File: src/rtl/ctsw_pkg.sv
`timescale 1ns/1ps
// ctsw_pkg: shared widths and value types for the core-local timer unit.
// Assumes a 32-bit register bus and a 64-bit timebase.
package ctsw_pkg;
    localparam int WORD_W = 32;
    localparam int TIME_W = 64;

    typedef logic [WORD_W-1:0] word_t;
    typedef logic [TIME_W-1:0] tval_t;
endpackage

File: src/rtl/ctsw_timebase.sv
`timescale 1ns/1ps
// ctsw_timebase: free-running 64-bit time counter shared by all harts.
// It advances by one on each edge where tick_en is high.
// Besides the registered value it exports the next-cycle value, so that the
// per-hart comparators can update on the same edge as the counter.
// Assumes tick_en is already synchronous to clk.
module ctsw_timebase
    import ctsw_pkg::*;
(
    input  logic  clk,
    input  logic  rst_n,
    input  logic  tick_en,
    output tval_t time_q,
    output tval_t time_d
);

    // Next value of the counter.
    always_comb time_d = tick_en ? time_q + tval_t'(1) : time_q;

    // Counter register with synchronous reset.
    always_ff @(posedge clk) begin
        if (!rst_n) time_q <= '0;
        else        time_q <= time_d;
    end

    // a tick moves the time up by exactly one.
    a_r2_step: assert property (@(posedge clk) disable iff (!rst_n)
        tick_en |=> time_q == $past(time_q) + tval_t'(1));

    // without a tick the time holds.
    a_r2_hold: assert property (@(posedge clk) disable iff (!rst_n)
        !tick_en |=> $stable(time_q));

endmodule

File: src/rtl/ctsw_hart_slot.sv
`timescale 1ns/1ps
// ctsw_hart_slot: per-hart state.
// Holds a 64-bit compare register written in 32-bit halves, the software
// interrupt bit, and the registered timer interrupt level.
// The level is computed from next-cycle compare and time values, so it
// always matches the current registers.
// Assumes at most one write strobe is high per cycle.
module ctsw_hart_slot
    import ctsw_pkg::*;
(
    input  logic  clk,
    input  logic  rst_n,
    input  logic  swi_we,
    input  logic  lo_we,
    input  logic  hi_we,
    input  word_t wdata,
    input  tval_t time_q,
    input  tval_t time_d,
    output tval_t cmp_q,
    output logic  msip_q,
    output logic  mtip_q
);

    tval_t cmp_d;

    // Merge a half-word write with the half that is kept.
    always_comb begin
        cmp_d = cmp_q;
        if (lo_we)      cmp_d = {cmp_q[TIME_W-1:WORD_W], wdata};
        else if (hi_we) cmp_d = {wdata, cmp_q[WORD_W-1:0]};
    end

    // Compare register, software bit and timer level registers.
    always_ff @(posedge clk) begin
        if (!rst_n) begin
            cmp_q  <= '0;
            msip_q <= 1'b0;
            mtip_q <= 1'b1;
        end else begin
            cmp_q  <= cmp_d;
            mtip_q <= (cmp_d <= time_d);
            if (swi_we) msip_q <= |wdata;
        end
    end

    // the timer level always reflects the current compare and time.
    a_r6_level: assert property (@(posedge clk) disable iff (!rst_n)
        mtip_q == (cmp_q <= time_q));

    // a low-half write keeps the high half.
    a_r5_keep_hi: assert property (@(posedge clk) disable iff (!rst_n)
        lo_we |=> cmp_q[TIME_W-1:WORD_W] == $past(cmp_q[TIME_W-1:WORD_W]));

    // a high-half write keeps the low half.
    a_r5_keep_lo: assert property (@(posedge clk) disable iff (!rst_n)
        hi_we |=> cmp_q[WORD_W-1:0] == $past(cmp_q[WORD_W-1:0]));

    // a software word write sets or clears the bit from the data.
    a_r4_swi: assert property (@(posedge clk) disable iff (!rst_n)
        swi_we |=> msip_q == $past(|wdata));

endmodule

File: src/rtl/ctsw_bus_decode.sv
`timescale 1ns/1ps
// ctsw_bus_decode: address decode and read path for the register bus.
// Produces one-hot write strobes per hart and a registered read response
// one cycle after each read request.
// Assumes the three regions do not overlap and that every access is 32 bits.
module ctsw_bus_decode
    import ctsw_pkg::*;
#(
    parameter int          NUM_HARTS = 2,
    parameter logic [31:0] SWI_BASE  = 32'h0000_0000,
    parameter logic [31:0] CMP_BASE  = 32'h0000_4000,
    parameter logic [31:0] TIME_BASE = 32'h0000_BFF8
) (
    input  logic                             clk,
    input  logic                             rst_n,
    input  logic                             req_valid,
    input  logic                             req_write,
    input  logic [31:0]                      req_addr,
    input  logic [NUM_HARTS-1:0]             msip,
    input  logic [NUM_HARTS-1:0][TIME_W-1:0] cmp_all,
    input  tval_t                            time_q,
    output logic [NUM_HARTS-1:0]             swi_we,
    output logic [NUM_HARTS-1:0]             lo_we,
    output logic [NUM_HARTS-1:0]             hi_we,
    output logic                             rsp_valid,
    output word_t                            rsp_rdata
);

    localparam int          IDX_W    = (NUM_HARTS > 1) ? $clog2(NUM_HARTS) : 1;
    localparam logic [31:0] SWI_SPAN = 32'(NUM_HARTS * 4);
    localparam logic [31:0] CMP_SPAN = 32'(NUM_HARTS * 8);

    logic [31:0]      swi_off, cmp_off;
    logic             swi_hit, cmp_hit, swi_ok, lo_ok, hi_ok;
    logic [IDX_W-1:0] swi_idx, cmp_idx;
    logic             wr_req, rd_req;
    word_t            rd_next;

    // Region hits, hart indices and legal word positions.
    always_comb begin
        swi_off = req_addr - SWI_BASE;
        cmp_off = req_addr - CMP_BASE;
        swi_hit = (req_addr >= SWI_BASE) && (swi_off < SWI_SPAN);
        cmp_hit = (req_addr >= CMP_BASE) && (cmp_off < CMP_SPAN);
        swi_idx = IDX_W'(swi_off >> 2);
        cmp_idx = IDX_W'(cmp_off >> 3);
        swi_ok  = swi_hit && (swi_off[1:0] == 2'b00);
        lo_ok   = cmp_hit && (cmp_off[2:0] == 3'd0);
        hi_ok   = cmp_hit && (cmp_off[2:0] == 3'd4);
        wr_req  = req_valid && req_write;
        rd_req  = req_valid && !req_write;
    end

    // One set of write strobes per hart.
    for (genvar h = 0; h < NUM_HARTS; h++) begin : g_strobe
        assign swi_we[h] = wr_req && swi_ok && (swi_idx == IDX_W'(h));
        assign lo_we[h]  = wr_req && lo_ok  && (cmp_idx == IDX_W'(h));
        assign hi_we[h]  = wr_req && hi_ok  && (cmp_idx == IDX_W'(h));
    end

    // Read data selection; anything not decoded reads as zero.
    always_comb begin
        rd_next = '0;
        for (int h = 0; h < NUM_HARTS; h++) begin
            if (swi_ok && swi_idx == IDX_W'(h)) rd_next = word_t'(msip[h]);
            if (lo_ok  && cmp_idx == IDX_W'(h)) rd_next = cmp_all[h][WORD_W-1:0];
            if (hi_ok  && cmp_idx == IDX_W'(h)) rd_next = cmp_all[h][TIME_W-1:WORD_W];
        end
        if (req_addr == TIME_BASE)         rd_next = time_q[WORD_W-1:0];
        if (req_addr == TIME_BASE + 32'd4) rd_next = time_q[TIME_W-1:WORD_W];
    end

    // Registered read response, one cycle after the request.
    always_ff @(posedge clk) begin
        if (!rst_n) begin
            rsp_valid <= 1'b0;
            rsp_rdata <= '0;
        end else begin
            rsp_valid <= rd_req;
            if (rd_req) rsp_rdata <= rd_next;
        end
    end

    // a read request is answered in the next cycle.
    a_r3_answer: assert property (@(posedge clk) disable iff (!rst_n)
        (req_valid && !req_write) |=> rsp_valid);

    // no response without a read request.
    a_r3_quiet: assert property (@(posedge clk) disable iff (!rst_n)
        !(req_valid && !req_write) |=> !rsp_valid);

    // a request writes at most one register of one hart.
    a_r8_one_target: assert property (@(posedge clk) disable iff (!rst_n)
        $onehot0({swi_we, lo_we, hi_we}));

endmodule

File: src/rtl/core_timer_swint.sv
`timescale 1ns/1ps
// core_timer_swint: core-local timer and software interrupt unit.
// Contains a shared 64-bit timebase, one compare register and one software
// interrupt bit per hart, and a level timer interrupt per hart that is high
// while compare <= time.
// Assumes a single clock domain and 32-bit little-endian accesses.
module core_timer_swint
    import ctsw_pkg::*;
#(
    parameter int          NUM_HARTS = 2,
    parameter logic [31:0] SWI_BASE  = 32'h0000_0000,
    parameter logic [31:0] CMP_BASE  = 32'h0000_4000,
    parameter logic [31:0] TIME_BASE = 32'h0000_BFF8
) (
    input  logic                 clk,
    input  logic                 rst_n,
    input  logic                 tick_en,
    input  logic                 req_valid,
    input  logic                 req_write,
    input  logic [31:0]          req_addr,
    input  logic [31:0]          req_wdata,
    output logic                 rsp_valid,
    output logic [31:0]          rsp_rdata,
    output logic [NUM_HARTS-1:0] mtip,
    output logic [NUM_HARTS-1:0] msip
);

    tval_t                            time_q, time_d;
    logic [NUM_HARTS-1:0][TIME_W-1:0] cmp_all;
    logic [NUM_HARTS-1:0]             swi_we, lo_we, hi_we;

    ctsw_timebase u_timebase (
        .clk     (clk),
        .rst_n   (rst_n),
        .tick_en (tick_en),
        .time_q  (time_q),
        .time_d  (time_d)
    );

    ctsw_bus_decode #(
        .NUM_HARTS (NUM_HARTS),
        .SWI_BASE  (SWI_BASE),
        .CMP_BASE  (CMP_BASE),
        .TIME_BASE (TIME_BASE)
    ) u_decode (
        .clk       (clk),
        .rst_n     (rst_n),
        .req_valid (req_valid),
        .req_write (req_write),
        .req_addr  (req_addr),
        .msip      (msip),
        .cmp_all   (cmp_all),
        .time_q    (time_q),
        .swi_we    (swi_we),
        .lo_we     (lo_we),
        .hi_we     (hi_we),
        .rsp_valid (rsp_valid),
        .rsp_rdata (rsp_rdata)
    );

    // One state slot per hart.
    for (genvar h = 0; h < NUM_HARTS; h++) begin : g_hart
        ctsw_hart_slot u_slot (
            .clk    (clk),
            .rst_n  (rst_n),
            .swi_we (swi_we[h]),
            .lo_we  (lo_we[h]),
            .hi_we  (hi_we[h]),
            .wdata  (req_wdata),
            .time_q (time_q),
            .time_d (time_d),
            .cmp_q  (cmp_all[h]),
            .msip_q (msip[h]),
            .mtip_q (mtip[h])
        );
    end

endmodule

File: config.mk
export PLATFORM = sky130hd
export DESIGN_NAME = core_timer_swint
export DESIGN_NICKNAME = d
export VERILOG_FILES = /design/src/rtl/ctsw_pkg.sv /design/src/rtl/ctsw_timebase.sv /design/src/rtl/ctsw_hart_slot.sv /design/src/rtl/ctsw_bus_decode.sv /design/src/rtl/core_timer_swint.sv
export SDC_FILE = /design/constraint.sdc
export NUM_CORES = 1
export LEC_CHECK = 0
export BUFFER_PORTS_ARGS = -buffer_cell sky130_fd_sc_hd__buf_4
export CORE_ASPECT_RATIO = 0.75
export CORE_MARGIN = 5
export CORE_UTILIZATION = 37
export DETAILED_ROUTE_END_ITERATION = 8
export PLACE_DENSITY = 0.55
export RECOVER_POWER = 25
export SETUP_SLACK_MARGIN = 0.1
export SLEW_MARGIN = 20
export SYNTH_ARGS = -nofsm -noshare
export SYNTH_HDL_FRONTEND = slang
export SYNTH_SLANG_ARGS = --single-unit
File: constraint.sdc
create_clock -name clk -period 5.02 [get_ports clk]
set_clock_uncertainty 0.15 [all_clocks]
set_input_delay 0.753 -clock clk [delete_from_list [all_inputs] [get_ports clk]]
set_output_delay 0.753 -clock clk [all_outputs]
set_load 0.005 [all_outputs]
Word level (Yosys, flattened, before mapping)
Cells that the tools add are included.
{"block": "classes", "n_addsub": 2, "multipliers": 0, "div_mod_pow": 0, "magnitude_cmp": 6, "n_eq_ne": 3, "shift": 0, "muxes": 13, "n_bitwise": 2, "reduce_logical": 26}
{"operator": "$mux W64", "count": 5}
{"operator": "$mux W32", "count": 7}
{"operator": "$le A64 B64 Y1", "count": 2}
{"operator": "$add A64 B1 Y64 const B", "count": 1}
{"operator": "$eq A32 B16 Y1 const B", "count": 2}
{"operator": "$ge A32 B1 Y1 const B", "count": 1}
{"operator": "$ge A32 B15 Y1 const B", "count": 1}
{"operator": "$lt A32 B4 Y1 const B", "count": 1}
{"operator": "$lt A32 B5 Y1 const B", "count": 1}
{"operator": "$reduce_or A32 Y1", "count": 1}
{"operator": "$sub A32 B15 Y32 const B", "count": 1}
{"operator": "$logic_and A1 B1 Y1", "count": 22}
{"operator": "$eq A3 B3 Y1 const B", "count": 1}
{"operator": "$logic_not A3 Y1", "count": 1}
{"operator": "$logic_not A2 Y1", "count": 1}
{"operator": "$not A1 Y1", "count": 2}
{"operator": "$logic_not A1 Y1", "count": 1}
{"operator": "$mux W1", "count": 1}
{"block": "word_totals", "reg_bits": 229, "latch_bits": 0, "mem_bits_rw": 0, "romBits": 0, "in_bits": 69, "out_inout_bits": 37, "wordCells": 61, "mem_count": 0}

Longest topological paths before layout
{"block": "logic_depth", "word_depth": 12, "ltp_mapped": 19, "depth_no_buf": 15}

By module
A second synthesis with hierarchy kept.
{"block": "unflattened", "cells_unflattened": 1729, "hier_area_um2": 15229.6}
{"mod": "ctsw_hart_slot at g_hart[0].u_slot", "n_inst": 1, "cells_per_inst": 451, "area_each_um2": 4257.8, "seq_area_each_um2": 1321.3}
{"mod": "ctsw_hart_slot at g_hart[1].u_slot", "n_inst": 1, "cells_per_inst": 451, "area_each_um2": 4235.3, "seq_area_each_um2": 1321.3}
{"mod": "ctsw_timebase", "n_inst": 1, "cells_per_inst": 386, "area_each_um2": 3474.6, "seq_area_each_um2": 1281.2}
{"mod": "ctsw_bus_decode", "n_inst": 1, "cells_per_inst": 441, "area_each_um2": 3261.9, "seq_area_each_um2": 660.6}

Worst setup path before layout
No wires, ideal clock.
{"block": "synth_path", "path_type": "input to register", "from": "input port req_addr[30]", "to": "register g_hart[0].u_slot.mtip_q", "setup_time_ns": 0.079, "arrival_ns": 4.481, "required_ns": 4.791, "slack_ns": 0.310, "stages": 15, "path_buffers": 3, "path_cell_list": "or4_4 > or3_4 > nor3_4 > and3_1 > buf_6 > and3_4 > buf_8 > buf_12 > mux2_4 > ha_1 > and3_1 > nand4_1 > or4_1 > or4_1 > o211ai_1"}
{"block": "synth_via", "elab_cells_between_ends": 13, "cone_classes": "add/sub (1); order compare (3); mux (2); reduce/logical (7)"}
{"element": "start, declared", "line": "core_timer_swint.sv:20", "text": "input logic [31:0] req_addr,"}
{"element": "$sub A32 B15 Y32", "line": "ctsw_bus_decode.sv:42", "text": "cmp_off = req_addr - CMP_BASE;"}
{"element": "$lt A32 B5 Y1", "line": "ctsw_bus_decode.sv:44", "text": "cmp_hit = (req_addr >= CMP_BASE) && (cmp_off < CMP_SPAN);"}
{"element": "$logic_and A1 B1 Y1 (*)", "line": "ctsw_bus_decode.sv:44"}
{"element": "$logic_and A1 B1 Y1 (*)", "line": "ctsw_bus_decode.sv:48", "text": "lo_ok = cmp_hit && (cmp_off[2:0] == 3'd0);"}
{"element": "$logic_and A1 B1 Y1 (*) (2 in a row)", "line": "ctsw_bus_decode.sv:57", "text": "assign lo_we[h] = wr_req && lo_ok && (cmp_idx == IDX_W'(h));"}
{"element": "$mux W64 (*)", "line": "ctsw_hart_slot.sv:29", "text": "if (lo_we) cmp_d = {cmp_q[TIME_W-1:WORD_W], wdata};"}
{"element": "net g_hart[0].u_slot.cmp_d[31]", "line": "ctsw_hart_slot.sv:24", "text": "tval_t cmp_d;"}
{"element": "$le A64 B64 Y1 (*)", "line": "ctsw_hart_slot.sv:41", "text": "mtip_q <= (cmp_d <= time_d);"}
{"element": "end signal, assigned", "line": "ctsw_hart_slot.sv:41"}
{"element": "end, declared", "line": "ctsw_hart_slot.sv:21", "text": "output logic mtip_q"}
The timed path passes the listed nets; every way through them passes the cells marked *.
A chain may end at the register's enable or synchronous reset.

Worst setup path in the final report
{"block": "layout_path", "from": "register u_timebase.time_q[11]", "to": "register g_hart[0].u_slot.mtip_q"}
{"block": "layout_via", "elab_chain_len": 3}
{"element": "start, declared", "line": "ctsw_timebase.sv:13", "text": "output tval_t time_q,"}
{"element": "start signal, assigned", "line": "ctsw_timebase.sv:23", "text": "else time_q <= time_d;"}
{"element": "$add A64 B1 Y64", "line": "ctsw_timebase.sv:18", "text": "always_comb time_d = tick_en ? time_q + tval_t'(1) : time_q;"}
{"element": "$mux W64 (*)", "line": "ctsw_timebase.sv:18"}
{"element": "$le A64 B64 Y1 (*)", "line": "ctsw_hart_slot.sv:41"}
Mark *: on every way between the ends. The rest lies on a longest branch, timed or not.

==> flow_summary.yaml <==
detailed_routing:
  num_vias: 12539
  drtAntennaViolNets: 0
  drc: 0
  drt-initial-drc-count: 1093
  drt_pre_antenna_iters: 5
  wire_per_inst_um: 24.8
  wirelength_um: 54700
  via_per_inst: 5.69
clock_tree:
  cts_tree: "done"
  clock-sinks: 229
  cts_buffer_depth: 3
  cts_buffers: 26
  h-tree-depth: 1
  hold_buffers: 0
  clk_latency_ns: 0.56
  path_clk_slew_ns: 0.06
  cts_root_buffer: "clkbuf_16"
place:
  dp_slack_ns: -0.254
  hpwl_um: 42100
  dpl-instance-area_um2: 15600
  portBuffers: 105
  dp.cells: 2156
  place.gp.congestion: 0.937
floorplanning:
  coreArea_um2: 37000
  num_io_pins: 106
  dieArea_um2: 41400
  rows: 61
  die_w_um: 233
  die_h_um: 178
  initial_utilization_pct: 37.4
sta:
  tns_ns: 0
  fin_ws_ns: 0.347
  finalSetupViolations: 0
  final.period_utilization_pct: 93.1
  hold_viol_final: 0
  relSlewSlack_pct: -85.2
  worst_slew_pin_slew_ns: 2.78
  holdWs_ns: 0.330
  fmax_mhz: 214
  min_period_ns: 4.67
  slew_viol_final: 66
  rsz0062_at_grt: "false"
synthesis:
  synth_top_area_share_pct: 33.1
  async_reset_ff_share_pct: 0
  synthTopCellsByCount: "nand2_1, dfxtp_1, ha_1"
  syn_area_per_cell_um2: 8.98
  synthCells: 1542
  synth_cell_type_count: 66
  ys_top_cells_by_area: "dfxtp_1, ha_1, mux2_4, nand2_1, nor2b_1"
  ys_ff_latch: 229
  synth_top_area_cell: "dfxtp_1"
  syn-num-nets: 1740
  synth_edf_count: 0
  yosys_most_used_dff: "dfxtp_1"
  seq_area_frac_synth_pct: 33.1
  synthesis.area_um2: 13900
  post-synth-top-count-cell: "nand2_1"
  synth_warnings: 0
global_route:
  antenna_found_initial: 2
  busiest_layer: "met1"
  overflow: 0
  grt_pass1_vias: 12192
  met3_usage_pct: 7.45
  grt_max_degree: 151
  grt_usage_pct: 26.0
  use_met2_pct: 36.5
  grt_use_met1_pct: 38.9
  grt_pass1_wl_um: 80000
pwr:
  p_per_area_nw_per_um2: 254
  irDropWorstVdd_mv: 0.213
  leakage_nw: 7.10
  fin_total_pwr_mw: 4.18
worst_setup_path:
  arrival_ns: 5.00
  startpoint_type: "flop"
  end_kind: "flop"
  required_ns: 5.35
  critical_path_class: "flop to flop"
  cp_max_fo: 7
flow_run:
  cap_violations: 1
finish:
  fin_area_um2: 16500
  stdcell_count: 2205
  layout-drive-gt1-share_pct: 18.4
  nFillCells: 3654
  fin_util_pct: 44.5
  nNetsFinal: 1879
  n_antenna_cell: 0
  areaGrowthSynthToFinish_pct: 18.9
hold_path:
  hold_path.class: "flop to flop"
status:
  violations: "max-capacitance violations, max-slew violations"
  status: "finished with violations"
## cells in the final DEF, fill, tap and decap left out, drive strengths merged, types with 15 or more instances in the layout
master	synthesis	final
nor2	54	54
nor4	17	17
a221oi	33	33
a22oi	15	15
nor2b	72	72
nand4	51	51
nand3	51	51
buf	24	155
and2	70	70
nor3	35	35
dfxtp	229	229
xor2	36	36
a21oi	40	40
and3	15	15
nand2	234	234
mux2i	19	19
a21boi	63	63
ha	129	129
inv	15	15
clkbuf	58	77
mux2	78	78
o221ai	33	33
xnor2	27	27
o21ai	57	57
## per-layer routing
| metal | part of all wire [%] | routed length (um) |
|---|---|---|
| met1 | 48 | 26200 |
| met2 | 40 | 21800 |
| met3 | 9.6 | 5270 |
| met4 | 2.6 | 1400 |
| met5 | 0.046 | 25 |
## layout make-up
cell class                 count  area [um2]  share of cell area (%)
clock buffer                  39         771                    4.68
inverter                      15        56.3                   0.342
multi-input combinational   1216        8800                    53.4
clock inverter                 9         145                   0.881
sequential                   229        4580                    27.8
timing repair buffer         193        1480                    8.97
tap                          504         631                    3.83
## flip-flops by register name (all words and copies together) (netlist names)
register / count
g_hart.u_slot.cmp_q: 128
g_hart.u_slot.msip_q: 2
g_hart.u_slot.mtip_q: 2
u_decode.rsp_rdata: 32
u_decode.rsp_valid: 1
u_timebase.time_q: 64
## final timing paths
kind	from	to	slack, ns	cells after the start
max	u_timebase.time_q[11]$_SDFF_PN0_	g_hart[0].u_slot.mtip_q$_SDFF_PN1_	0.35	18
min	g_hart[1].u_slot.cmp_q[62]$_SDFF_PN0_	g_hart[1].u_slot.cmp_q[62]$_SDFF_PN0_	0.33	2
max reg2reg	u_timebase.time_q[11]$_SDFF_PN0_	g_hart[0].u_slot.mtip_q$_SDFF_PN1_	0.35	18
min reg2reg	g_hart[1].u_slot.cmp_q[62]$_SDFF_PN0_	g_hart[1].u_slot.cmp_q[62]$_SDFF_PN0_	0.33	2
## cells by family (layout without fill, tap and decap cells)
family | Yosys count | in the layout | synth area share (%)
AND/OR/NAND/NOR | 635 | 635 | 23.6
AO/OA/AOI/OAI | 292 | 292 | 14.8
flip-flops | 229 | 229 | 33.1
adder cells (fa/ha/maj) | 129 | 129 | 11.7
multiplexers | 97 | 97 | 9.31
buffers and inverters | 97 | 256 | 3.54
XOR/XNOR | 63 | 63 | 3.98
## report_power, final
part           leakage [nW]  internal, mW  total, mW  switching, mW
Sequential             1.85          1.83       1.84         0.0103
Clock                 0.453          1.26       2.08          0.816
Combinational          4.80         0.104      0.259          0.155
Total                  7.10          3.19       4.18          0.981
## critical path: stages, from the launching register on
cell and delay [ns]:
dfxtp_1 0.50, and4_1 0.30, and3_1 0.30, and4_1 0.23
buf_4 0.16, buf_4 0.16, nand3b_1 0.08, buf_4 0.17
buf_4 0.14, nor2_1 0.13, xnor2_1 0.17, ha_1 0.32
nand2_1 0.06, or3_1 0.49, nor2_1 0.14, nand2_1 0.08
or3_1 0.42, or4_1 0.50, o211ai_1 0.11
## repair_timing
action | in CTS | in global routing
resized for setup | 0 | 3
setup endpoints to repair | 0 | 1
buffers inserted | 0 | 1
hold endpoints to repair | 0 | 0
Power figures use the tool's default switching activity.
